==> src/rtl/upmatch_pwm_pkg.sv <==
package upmatch_pwm_pkg;
  typedef enum logic [1:0] {
    ADDR_CTRL  = 2'd0,
    ADDR_LOAD  = 2'd1,
    ADDR_MATCH = 2'd2,
    ADDR_SPARE = 2'd3
  } reg_addr_e;

  localparam int CTRL_RUN_BIT = 0;
  localparam int CTRL_INV_BIT = 1;
endpackage

==> src/rtl/upmatch_pwm_regs.sv <==
module upmatch_pwm_regs
  import upmatch_pwm_pkg::*;
#(
  parameter int W = 32
) (
  input  logic         clk,
  input  logic         rst_n,
  input  logic         wr_en,
  input  logic [1:0]   wr_addr,
  input  logic [W-1:0] wr_data,
  output logic [W-1:0] load_q,
  output logic [W-1:0] match_q,
  output logic         run_q,
  output logic         inv_q,
  output logic         start_evt
);
  localparam logic [W-1:0] LOAD_MAX = {{(W-1){1'b1}}, 1'b0};

  function automatic logic [W-1:0] clamp_load(input logic [W-1:0] v);
    return (v == {W{1'b1}}) ? LOAD_MAX : v;
  endfunction

  logic ctrl_wr;
  assign ctrl_wr   = wr_en && (reg_addr_e'(wr_addr) == ADDR_CTRL);
  assign start_evt = ctrl_wr && wr_data[CTRL_RUN_BIT] && !run_q;

  always_ff @(posedge clk) begin
    if (!rst_n) begin
      load_q  <= '0;
      match_q <= '0;
      run_q   <= 1'b0;
      inv_q   <= 1'b0;
    end else if (wr_en) begin
      case (reg_addr_e'(wr_addr))
        ADDR_CTRL: begin
          if (!run_q) inv_q <= wr_data[CTRL_INV_BIT];
          run_q <= wr_data[CTRL_RUN_BIT];
        end
        ADDR_LOAD:  load_q  <= clamp_load(wr_data);
        ADDR_MATCH: match_q <= wr_data;
        default: ;
      endcase
    end
  end
endmodule

==> src/rtl/upmatch_pwm_count.sv <==
module upmatch_pwm_count #(
  parameter int W = 32
) (
  input  logic         clk,
  input  logic         rst_n,
  input  logic         run_q,
  input  logic         start_evt,
  input  logic [W-1:0] load_q,
  input  logic [W-1:0] match_q,
  output logic [W-1:0] cnt_q,
  output logic         raw_q,
  output logic         ovf_evt,
  output logic         cmp_evt
);
  localparam logic [W-1:0] ALL_ONES = {W{1'b1}};
  localparam logic [W-1:0] ONE      = {{(W-1){1'b0}}, 1'b1};

  function automatic logic [W-1:0] step(input logic [W-1:0] v);
    return v + ONE;
  endfunction

  assign ovf_evt = run_q && (cnt_q == ALL_ONES);
  assign cmp_evt = run_q && (cnt_q == match_q);

  always_ff @(posedge clk) begin
    if (!rst_n) begin
      cnt_q <= '0;
      raw_q <= 1'b0;
    end else if (start_evt) begin
      cnt_q <= load_q;
      raw_q <= 1'b1;
    end else if (run_q) begin
      if (ovf_evt) begin
        cnt_q <= load_q;
        raw_q <= 1'b1;
      end else begin
        cnt_q <= step(cnt_q);
        if (cmp_evt) raw_q <= 1'b0;
      end
    end
  end
endmodule

==> src/rtl/upmatch_pwm_drive.sv <==
module upmatch_pwm_drive (
  input  logic run_q,
  input  logic inv_q,
  input  logic raw_q,
  output logic pwm_out
);
  assign pwm_out = run_q ? (raw_q ^ inv_q) : inv_q;
endmodule

==> src/rtl/upmatch_pwm.sv <==
module upmatch_pwm #(
  parameter int W = 32
) (
  input  logic         clk,
  input  logic         rst_n,
  input  logic         wr_en,
  input  logic [1:0]   wr_addr,
  input  logic [W-1:0] wr_data,
  output logic         pwm_out,
  output logic         running,
  output logic         inverted
);
  logic [W-1:0] load_q, match_q, cnt_q;
  logic         run_q, inv_q, start_evt, raw_q, ovf_evt, cmp_evt;

  upmatch_pwm_regs #(.W(W)) u_regs (
    .clk(clk), .rst_n(rst_n), .wr_en(wr_en), .wr_addr(wr_addr),
    .wr_data(wr_data), .load_q(load_q), .match_q(match_q),
    .run_q(run_q), .inv_q(inv_q), .start_evt(start_evt)
  );

  upmatch_pwm_count #(.W(W)) u_count (
    .clk(clk), .rst_n(rst_n), .run_q(run_q), .start_evt(start_evt),
    .load_q(load_q), .match_q(match_q), .cnt_q(cnt_q), .raw_q(raw_q),
    .ovf_evt(ovf_evt), .cmp_evt(cmp_evt)
  );

  upmatch_pwm_drive u_drive (
    .run_q(run_q), .inv_q(inv_q), .raw_q(raw_q), .pwm_out(pwm_out)
  );

  assign running  = run_q;
  assign inverted = inv_q;
endmodule

==> config.mk <==
export PLATFORM = sky130hd
export DESIGN_NAME = upmatch_pwm
export DESIGN_NICKNAME = d
export VERILOG_FILES = /design/src/rtl/upmatch_pwm_pkg.sv /design/src/rtl/upmatch_pwm_regs.sv /design/src/rtl/upmatch_pwm_count.sv /design/src/rtl/upmatch_pwm_drive.sv /design/src/rtl/upmatch_pwm.sv
export SDC_FILE = /design/constraint.sdc
export NUM_CORES = 1
export LEC_CHECK = 0
export BUFFER_PORTS_ARGS = -buffer_cell sky130_fd_sc_hd__clkbuf_2
export CAP_MARGIN = 25
export CELL_PAD_IN_SITES_DETAIL_PLACEMENT = 1
export CELL_PAD_IN_SITES_GLOBAL_PLACEMENT = 1
export CORE_MARGIN = 2
export CORE_UTILIZATION = 40
export DETAILED_ROUTE_END_ITERATION = 8
export PLACE_DENSITY = 0.81
export REMOVE_ABC_BUFFERS = 1
export SETUP_SLACK_MARGIN = 0.4
export SKIP_CTS_REPAIR_TIMING = 1
export SYNTH_ARGS = -nofsm -noshare
export SYNTH_HDL_FRONTEND = slang
export SYNTH_SLANG_ARGS = --single-unit
==> constraint.sdc <==
create_clock -name clk -period 2.45 [get_ports clk]
set_input_delay 0.245 -clock clk [delete_from_list [all_inputs] [get_ports clk]]
set_output_delay 0.245 -clock clk [all_outputs]
set_load 0.005 [all_outputs]
=== Yosys cells after proc, flatten, opt, wreduce, memory -nomap -nowiden ===
Cells that the tools add are included.

* Reductions and logical operators: 14
* $add $sub $neg: 1
* Muxes and demuxes: 9
* Eq/ne operators: 5
* Bitwise gates (word level): 2

{| class="wikitable"
|+ Operator list
! cell !! count
|-
| $mux W32 || 4
|-
| $eq A32 B32 Y1 const B || 2
|-
| $add A32 B1 Y32 const B || 1
|-
| $eq A32 B32 Y1 || 1
|-
| $reduce_and A2 Y1 || 4
|-
| $logic_and A1 B1 Y1 || 5
|-
| $mux W1 || 5
|-
| $reduce_and A3 Y1 || 1
|-
| $reduce_bool A3 Y1 || 1
|-
| $eq A2 B1 Y1 const B || 1
|-
| $eq A2 B2 Y1 const B || 1
|-
| $logic_not A2 Y1 || 1
|-
| $reduce_bool A2 Y1 || 1
|-
| $logic_not A1 Y1 || 1
|-
| $not A1 Y1 || 1
|-
| $xor A1 B1 Y1 || 1
|}

* Bits of input ports: 37
* Register bits after elaboration: 99

=== Longest topological paths before layout ===
Gate-level depths: netlist (run 1).

* Word-level depth: 6
* Gate-level depth with buffers: 9
* Mapped depth without buffers: 6

=== Hierarchy ===
From an unflattened synthesis (run 1), not the netlist that was laid out.

* Cells, all modules: 624
* Area, all modules: 5134.9 um2

{| class="wikitable"
|+ By module, submodules not included
! module !! cells each !! sequential area each (um2) !! area each (um2) !! times used
|-
| upmatch_pwm_regs || 300 || 1321.3 || 2600.0 || 1
|-
| upmatch_pwm_count || 322 || 660.6 || 2522.4 || 1
|-
| upmatch_pwm_drive || 2 || 0.0 || 12.5 || 1
|}

=== Worst setup path after synthesis (run 1) ===
No wires, ideal clock.

* Path type: register to register
* Start point: register u_count.cnt_q[26]
* End point: register u_count.cnt_q[23]
* Buffers on the path: 2
* Setup time: 122 ps
* Stages on the path, launching flop included: 8
* Required time: 2328 ps
* Slack: 106 ps
* Arrival: 2222 ps
* Cell sequence: dfxtp_1 -> buf_2 -> nand3_1 -> or4_4 -> or4_4 -> buf_6 -> a31o_1 -> a311o_1

* Word-level cells in the longest chain between the ends: 5

{| class="wikitable"
|+ RTL lines
! what !! RTL line !! text
|-
| start: declaration || upmatch_pwm_count.sv:10 || <nowiki>output logic [W-1:0] cnt_q,</nowiki>
|-
| start signal: assignment || upmatch_pwm_count.sv:30 || <nowiki>cnt_q <= load_q;</nowiki>
|-
| start signal: assignment || upmatch_pwm_count.sv:34 || <nowiki>cnt_q <= load_q;</nowiki>
|-
| start signal: assignment || upmatch_pwm_count.sv:37 || <nowiki>cnt_q <= step(cnt_q);</nowiki>
|-
| $eq A32 B32 Y1 || upmatch_pwm_count.sv:22 || <nowiki>assign ovf_evt = run_q && (cnt_q == ALL_ONES);</nowiki>
|-
| $logic_and A1 B1 Y1 || upmatch_pwm_count.sv:22 ||
|-
| $mux W32 || upmatch_pwm_count.sv:33 || <nowiki>if (ovf_evt) begin</nowiki>
|-
| $mux W32 || upmatch_pwm_count.sv:32 || <nowiki>end else if (run_q) begin</nowiki>
|-
| $mux W32 || upmatch_pwm_count.sv:29 || <nowiki>end else if (start_evt) begin</nowiki>
|}

No other way between the ends. The select of a mux whose other input is x is not followed.
A chain may end at the register's enable or synchronous reset.

=== Worst setup path after layout (run 1) ===
* Start point: register u_count.cnt_q[28]
* End point: register u_count.cnt_q[19]

The elaborated chain is that of the path after synthesis.

==> results of run 1 <==
[per-layer routing]
metal / vias to the layer above / track usage / part of all wire
li1: 2369 / - / -
met1: 2560 / 0.3652 / 0.44
met2: 190 / 0.4365 / 0.48
met3: 48 / 0.03917 / 0.051
met4: 0 / 0.1130 / 0.033
met5: - / 0 / 0
[path summary, 6_finish.rpt]
path	cells after the start	slack, ps	startpoint	end
worst min-delay path	3	140	wr_data[31]	u_regs.match_q[31]
worst max-delay path	7	190	u_count.cnt_q[28]	u_count.cnt_q[19]
worst max register to register	7	190	u_count.cnt_q[28]	u_count.cnt_q[19]
worst min register to register	2	460	u_regs.load_q[23]	u_regs.load_q[23]
[registers in the layout (all words and copies together) (netlist names)]
register        count
u_regs.run_q        1
u_regs.load_q      32
u_count.cnt_q      32
u_regs.inv_q        1
u_regs.match_q     32
u_count.raw_q       1
[placed cells by master (no fill, tap or decap), drive strengths merged, types with 4 or more instances in the layout]
cell type / netlist / layout
and3: 8 / 8
o21ai: 15 / 15
nor2: 10 / 10
and4: 5 / 5
and2: 6 / 6
nor4: 22 / 22
nand3: 18 / 18
nor3: 7 / 7
or3: 4 / 4
or4: 4 / 4
a211oi: 17 / 17
dfxtp: 99 / 99
xnor2: 13 / 13
buf: 6 / 61
xor2: 32 / 32
clkbuf: 40 / 51
a31oi: 7 / 7
nand4: 28 / 28
a21oi: 90 / 90
nand2: 150 / 150
o211ai: 5 / 5
[synthesized netlist by cell type (8+ instances only)]
cell type	instances
nor2_1	10
dfxtp_1	99
a211oi_1	17
and3_1	8
nand2_1	150
xnor2_1	13
o21ai_0	15
nand4_1	27
nand3_1	17
clkbuf_1	40
a21oi_1	90
nor4_1	20
xor2_1	32
[layout make-up]
cell class / instances / share of cell area
Clock inverter: 4 / 0.007833
Inverter: 3 / 0.001855
Multi-Input combinational cell: 474 / 0.4700
Clock buffer: 12 / 0.04391
Sequential cell: 99 / 0.3286
Tap cell: 147 / 0.03030
Timing Repair Buffer: 100 / 0.1175
[power by group through the flow]
stage / registers (mW) / logic (mW) / clock network, mW
after floorplan: 1.73 / 0.157 / 0
after global placement: 1.74 / 0.316 / 0
after detailed placement: 1.74 / 0.326 / 0
after CTS: 1.70 / 0.330 / 1.52
after global routing: 1.71 / 0.377 / 1.59
final: 1.71 / 0.347 / 1.51
[through the flow]
stage               std cells  worst slack [ps]  hold slack, ps  setup TNS [ps]    util
floorplan                 576            -209.9           362.7           -1432       -
global placement          811             136.2           437.8               0  0.4566
detailed placement        811            -27.53           450.4          -27.53  0.4566
CTS                       827            -43.48           131.4          -51.20  0.4828
global route              839             173.3           149.1               0  0.5074
finish                    839             193.2           138.3               0  0.5074
[cells by family after synthesis]
| kind of cell | Yosys count |
|---|---|
| buf+inv | 49 |
| xor+xnor | 45 |
| flops | 99 |
| fa+ha+maj | 1 |
| mux | 1 |
| simple gates | 272 |
| compound gates | 155 |
[critical path: stages, from the launching register on]
cell and delay (ps):
dfxtp_2 350, nand3_4 100, or4_4 580, or4_4 570, buf_6 170, buf_6 110
o211ai_1 100, a21oi_1 130
==> reports/results.tsv, run 1 <==
stage	metric	value	unit
outcome	status	finished, final reports clean	
floorplan	row count	40	
global_route	GRT Total Usage	0.2711	
power_and_ir_drop	total power	3.562	mW
min_path	min-delay worst type	input port to flop	
detailed_routing	Routed Antenna Nets	0	
detailed_routing	final WL	18310	um
sta	Tcrit/Tclk final	0.9211	
logic_synthesis	Synth Area in Compound Gates	0.1906	
detailed_routing	DR WL/cell	21.82	um
logic_synthesis	mux cell area share after synthesis	0.002055	
logic_synthesis	Synth async-reset ratio	0	
finish	final instance area	6070	um^2
floorplan	die width	114.3	um
placed_design	HPWL Detailed	12220	um
logic_synthesis	mapped cell area	4870	um^2
detailed_routing	router iterations before antenna repair	6	
clock_network	cts bufs inserted	9	
logic_synthesis	Post-synth EDFFs	0	
logic_synthesis	adder-cell share of the synthesized area	0.002569	
sta	clk_skew	8.351	ps
setup_path	CP endpoint kind	flop	
power_and_ir_drop	Gate power share	0.097	
clock_network	H-tree Lvls	3	
placed_design	placed inst area	5461	um^2
logic_synthesis	Netlist cell types	54	
power_and_ir_drop	Psw	0.8963	mW
finish	Syn-to-layout area delta	24.64	%
sta	Worst-Margin Slew	743.0	ps
clock_network	maximum buffer depth of the clock tree	2	
global_route	largest net degree at the start of global routing	37	
setup_path	Req. time, crit path	2680	ps
detailed_routing	Vias	5167	
power_and_ir_drop	sequential share of power	0.480	
power_and_ir_drop	total power divided by cell area	586.9	nW/um^2
logic_synthesis	post-synthesis xor/xnor area fraction	0.08094	
finish	Sequential Area	1994	um^2
power_and_ir_drop	VDD IR-drop max	361.6	uV
global_route	first-pass GRT wire length	27370	um
sta	Max Fclk	0.4431	GHz
clock_network	CTS tree	built	
sta	Setup violations, final	0	
finish	Multi-input gate area	2853	um^2
clock_network	CTS Root Cell	clkbuf_16	
logic_synthesis	number of cells produced by synthesis	622	
power_and_ir_drop	Leak	2.264	nW
setup_path	Worst EP arrival	2480	ps
global_route	total gr overflow	0	
logic_synthesis	Warnings, synthesis	0	
placed_design	number of port buffers	39	
global_route	initial antenna violation count	0	
run	Max-Cap Viols	0	
setup_path	CP Launch Type	flop	
logic_synthesis	largest family of logic cells by synthesized area	simple AND/OR/NAND/NOR gates	
power_and_ir_drop	Switching Fraction	0.2516	
floorplan	I/O pins	40	
logic_synthesis	Yosys top cell area share	0.4070	
logic_synthesis	area share of and/or/nand/nor cells after synthesis	0.2749	
finish	Fill cells	1463	
clock_network	Clock Latency Late Sink	360	ps
floorplan	CORE AREA	11960	um^2
detailed_routing	DRT iter0 DRCs	403	
logic_synthesis	predominant post-synthesis flop cell	dfxtp_1	
clock_network	Worst-path clk slew	70	ps
logic_synthesis	Synth Register Bits	99	
sta	relative slew slack	0.5040	
power_and_ir_drop	Int Power	2.666	mW
sta	Final Hold Fails	0	
detailed_routing	DRC Markers	0	
global_route	number of global-route vias before repair	5014	
power_and_ir_drop	clock share of power	0.423	
clock_network	clock sinks	99	
detailed_routing	Vias/cell	6.159	
sta	fin crit period	2257	ps
finish	n_diodes	0	
logic_synthesis	Seq/Total Area, Yosys	0.4070	
logic_synthesis	dominant cells by area after synthesis	dfxtp_1, nand2_1, a21oi_1	
floorplan	Die Y	114.3	um
logic_synthesis	largest area contributor in the netlist	dfxtp_1	
floorplan	initial core utilization	0.4071	
logic_synthesis	mean post-synth cell area	7.829	um^2
sta	final-report max-slew violation count	0	
setup_path	Crit Path Class	flop to flop	
setup_path	Worst Path Max Fanout	7	
sta	RSZ-0062 raised after global routing	yes	
placed_design	global placer's final weighted congestion	1.026	
finish	final net count	725	
finish	layout cell share with drive strength beyond 1	0.2327	
floorplan	full die area	13070	um^2
Power figures use the tool's default switching activity.
==> run 2: changes to the inputs <==
Settings changed: CORE_UTILIZATION 40 to 41, PLACE_DENSITY 0.81 to 0.82, REMOVE_ABC_BUFFERS 1 to unset, SYNTH_HIERARCHICAL set to 1.
==> reports/results.tsv, run 2 <==
stage	metric	value	unit	change
floorplan	row count	40		unchanged
global_route	first-pass GRT wire length	27740	um	was 27370 um
setup_path	Worst Path Max Fanout	8		was 7
finish	Syn-to-layout area delta	20.09	%	was 24.64%
logic_synthesis	number of cells produced by synthesis	622		unchanged
finish	n_diodes	0		unchanged
placed_design	number of port buffers	39		unchanged
setup_path	CP Launch Type	flop		unchanged
finish	fin cells	849		was 839
global_route	number of global-route vias before repair	5055		was 5014
sta	RSZ-0062 raised after global routing	yes		unchanged
clock_network	H-tree Lvls	3		unchanged
clock_network	CTS tree	built		unchanged
logic_synthesis	mapped cell area	5120	um^2	was 4870 um^2
sta	fin crit period	2079	ps	was 2257 ps
placed_design	HPWL Detailed	12700	um	was 12220 um
sta	Setup violations, final	0		unchanged
sta	TNS Setup	0	ps	unchanged
logic_synthesis	Post-Syn Nets	660		
power_and_ir_drop	Leak	2.226	nW	was 2.264 nW
clock_network	Worst-path clk slew	70	ps	about the same
setup_path	Req. time, crit path	2630	ps	was 2680 ps
finish	final net count	715		was 725
clock_network	CTS Root Cell	clkbuf_16		unchanged
floorplan	full die area	13400	um^2	was 13070 um^2
finish	utilization after layout	0.5076		was 0.5074
floorplan	I/O pins	40		unchanged
clock_network	Clock Latency Late Sink	340	ps	was 360 ps
sta	Max Fclk	0.4810	GHz	was 0.4431 GHz
finish	Fill cells	1472		was 1463
detailed_routing	router iterations before antenna repair	5		was 6
global_route	largest net degree at the start of global routing	84		was 37
sta	final-report max-slew violation count	0		unchanged
detailed_routing	DRC Markers	0		unchanged
detailed_routing	Routed Antenna Nets	0		unchanged
finish	commonest non-fill, non-tap cell in the layout	nand2_1		unchanged
floorplan	die width	115.7	um	was 114.3 um
sta	clk_skew	8.230	ps	was 8.351 ps
min_path	min-delay worst type	input port to flop		unchanged
detailed_routing	DRT iter0 DRCs	408		was 403
detailed_routing	final WL	18510	um	was 18310 um
detailed_routing	DR WL/cell	21.80	um	was 21.82 um
global_route	initial antenna violation count	0		unchanged
sta	relative slew slack	0.4051		was 0.5040
setup_path	R2R Path Start	u_count/cnt_q[21]		was u_count.cnt_q[28]
sta	Worst-Margin Slew	891.4	ps	was 743.0 ps
clock_network	cts bufs inserted	9		unchanged
sta	Final Hold Fails	0		unchanged
power_and_ir_drop	VDD IR-drop max	308.9	uV	was 361.6 uV
setup_path	CP endpoint kind	flop		unchanged
global_route	total gr overflow	0		unchanged
setup_path	FF-to-FF setup slack	370	ps	was 190 ps
setup_path	Crit Path Class	flop to flop		unchanged
detailed_routing	Vias	5106		was 5167
logic_synthesis	Warnings, synthesis	6		was 0
finish	Largest regs	u_count/cnt_q (32), u_regs/load_q (32), u_regs/match_q (32)		was u_count.cnt_q (32), u_regs.load_q (32), u_regs.match_q (32)
floorplan	CORE AREA	12110	um^2	was 11960 um^2
global_route	GRT Total Usage	0.2729		was 0.2711
clock_network	maximum buffer depth of the clock tree	2		unchanged
run	Max-Cap Viols	0		unchanged
setup_path	Worst EP arrival	2260	ps	was 2480 ps
floorplan	initial core utilization	0.4227		was 0.4071
floorplan	Die Y	115.7	um	was 114.3 um
setup_path	slowest CP cell	dfxtp_2		was or4_4
setup_path	Worst Setup SP	u_count/cnt_q[21]		was u_count.cnt_q[28]
setup_path	CP Cell Sequence	nand4_1 > buf_4 > nor4_4 > buf_4 > a31oi_4 > buf_12 > a211oi_1 > a211oi_1		was nand3_4 > or4_4 > or4_4 > buf_6 > buf_6 > o211ai_1 > a21oi_1
detailed_routing	Vias/cell	6.014		was 6.159
outcome	status	finished, final reports clean		unchanged
clock_network	clock sinks	99		unchanged
placed_design	global placer's final weighted congestion	0.9490		was 1.026
min_path	Hold Path Origin	wr_data[7]		was wr_data[31]
power_and_ir_drop	total power divided by cell area	586.8	nW/um^2	was 586.9 nW/um^2
sta	Tcrit/Tclk final	0.8486		was 0.9211
finish	layout cell share with drive strength beyond 1	0.2173		was 0.2327
finish	commonest cells after routing, fill and taps aside	nand2_1, dfxtp_1, a21boi_1, buf_4, clkbuf_2		was nand2_1, dfxtp_1, a21oi_1, buf_4, clkbuf_2
logic_synthesis	mean post-synth cell area	8.231	um^2	was 7.829 um^2
setup_path	slowest stage delay, CP	360	ps	was 580 ps
placed_design	Placed Cells	819		was 811
==> run 2: stage by stage <==
stage,worst slack [ps],hold slack [ps],power (mW),cell area (um^2)
4_1_cts,128.0,143.4,3.597,5871
5_1_grt,295.6,143.3,3.726,6148
6_report,370.8,145.9,3.608,6148
3_5_place_dp,158.6,448.7,2.086,5558
2_1_floorplan,434.4,379.8,1.942,5120
3_3_place_gp,260.6,448.3,2.070,5558
==> run 2: worst max-delay path, delay by kind of cell, from the launching register on <==
kind            cells  cell delay, ps
simple gates        2             500
flops               1             360
compound gates      3             470
buf+inv             3             580
==> run 2: final cells by class <==
class                   count  area (um^2)  area share
flip-flops and latches     99         2007      0.3264
repair buffers             88        621.8      0.1011
well taps                 168        210.2     0.03419
clock inverters             6        87.58     0.01425
inverters                   8        30.03    0.004884
multi-input cells         471         2967      0.4825
clock buffers               9        225.2     0.03663
==> run 2: metal layers <==
layer	track usage	wire [um]	up-vias
met5	0	0	-
met4	0.1302	770	0
met3	0.05701	1262	61
met2	0.4183	8619	220
met1	0.3680	7857	2513
li1	-	-	2312
==> run 2: final timing paths <==
kind	to	depth (start not counted)
worst max-delay path	u_count/cnt_q[18]	8
worst min-delay path	u_regs/load_q[7]	3
worst max register to register	u_count/cnt_q[18]	8
worst min register to register	u_regs/load_q[22]	2
==> run 2: where the power goes <==
part	switching, mW	total, mW	leakage (nW)	internal, mW
logic	0.212	0.359	1.26	0.147
clock network	0.635	1.53	0.156	0.894
registers	0.0594	1.72	0.811	1.66
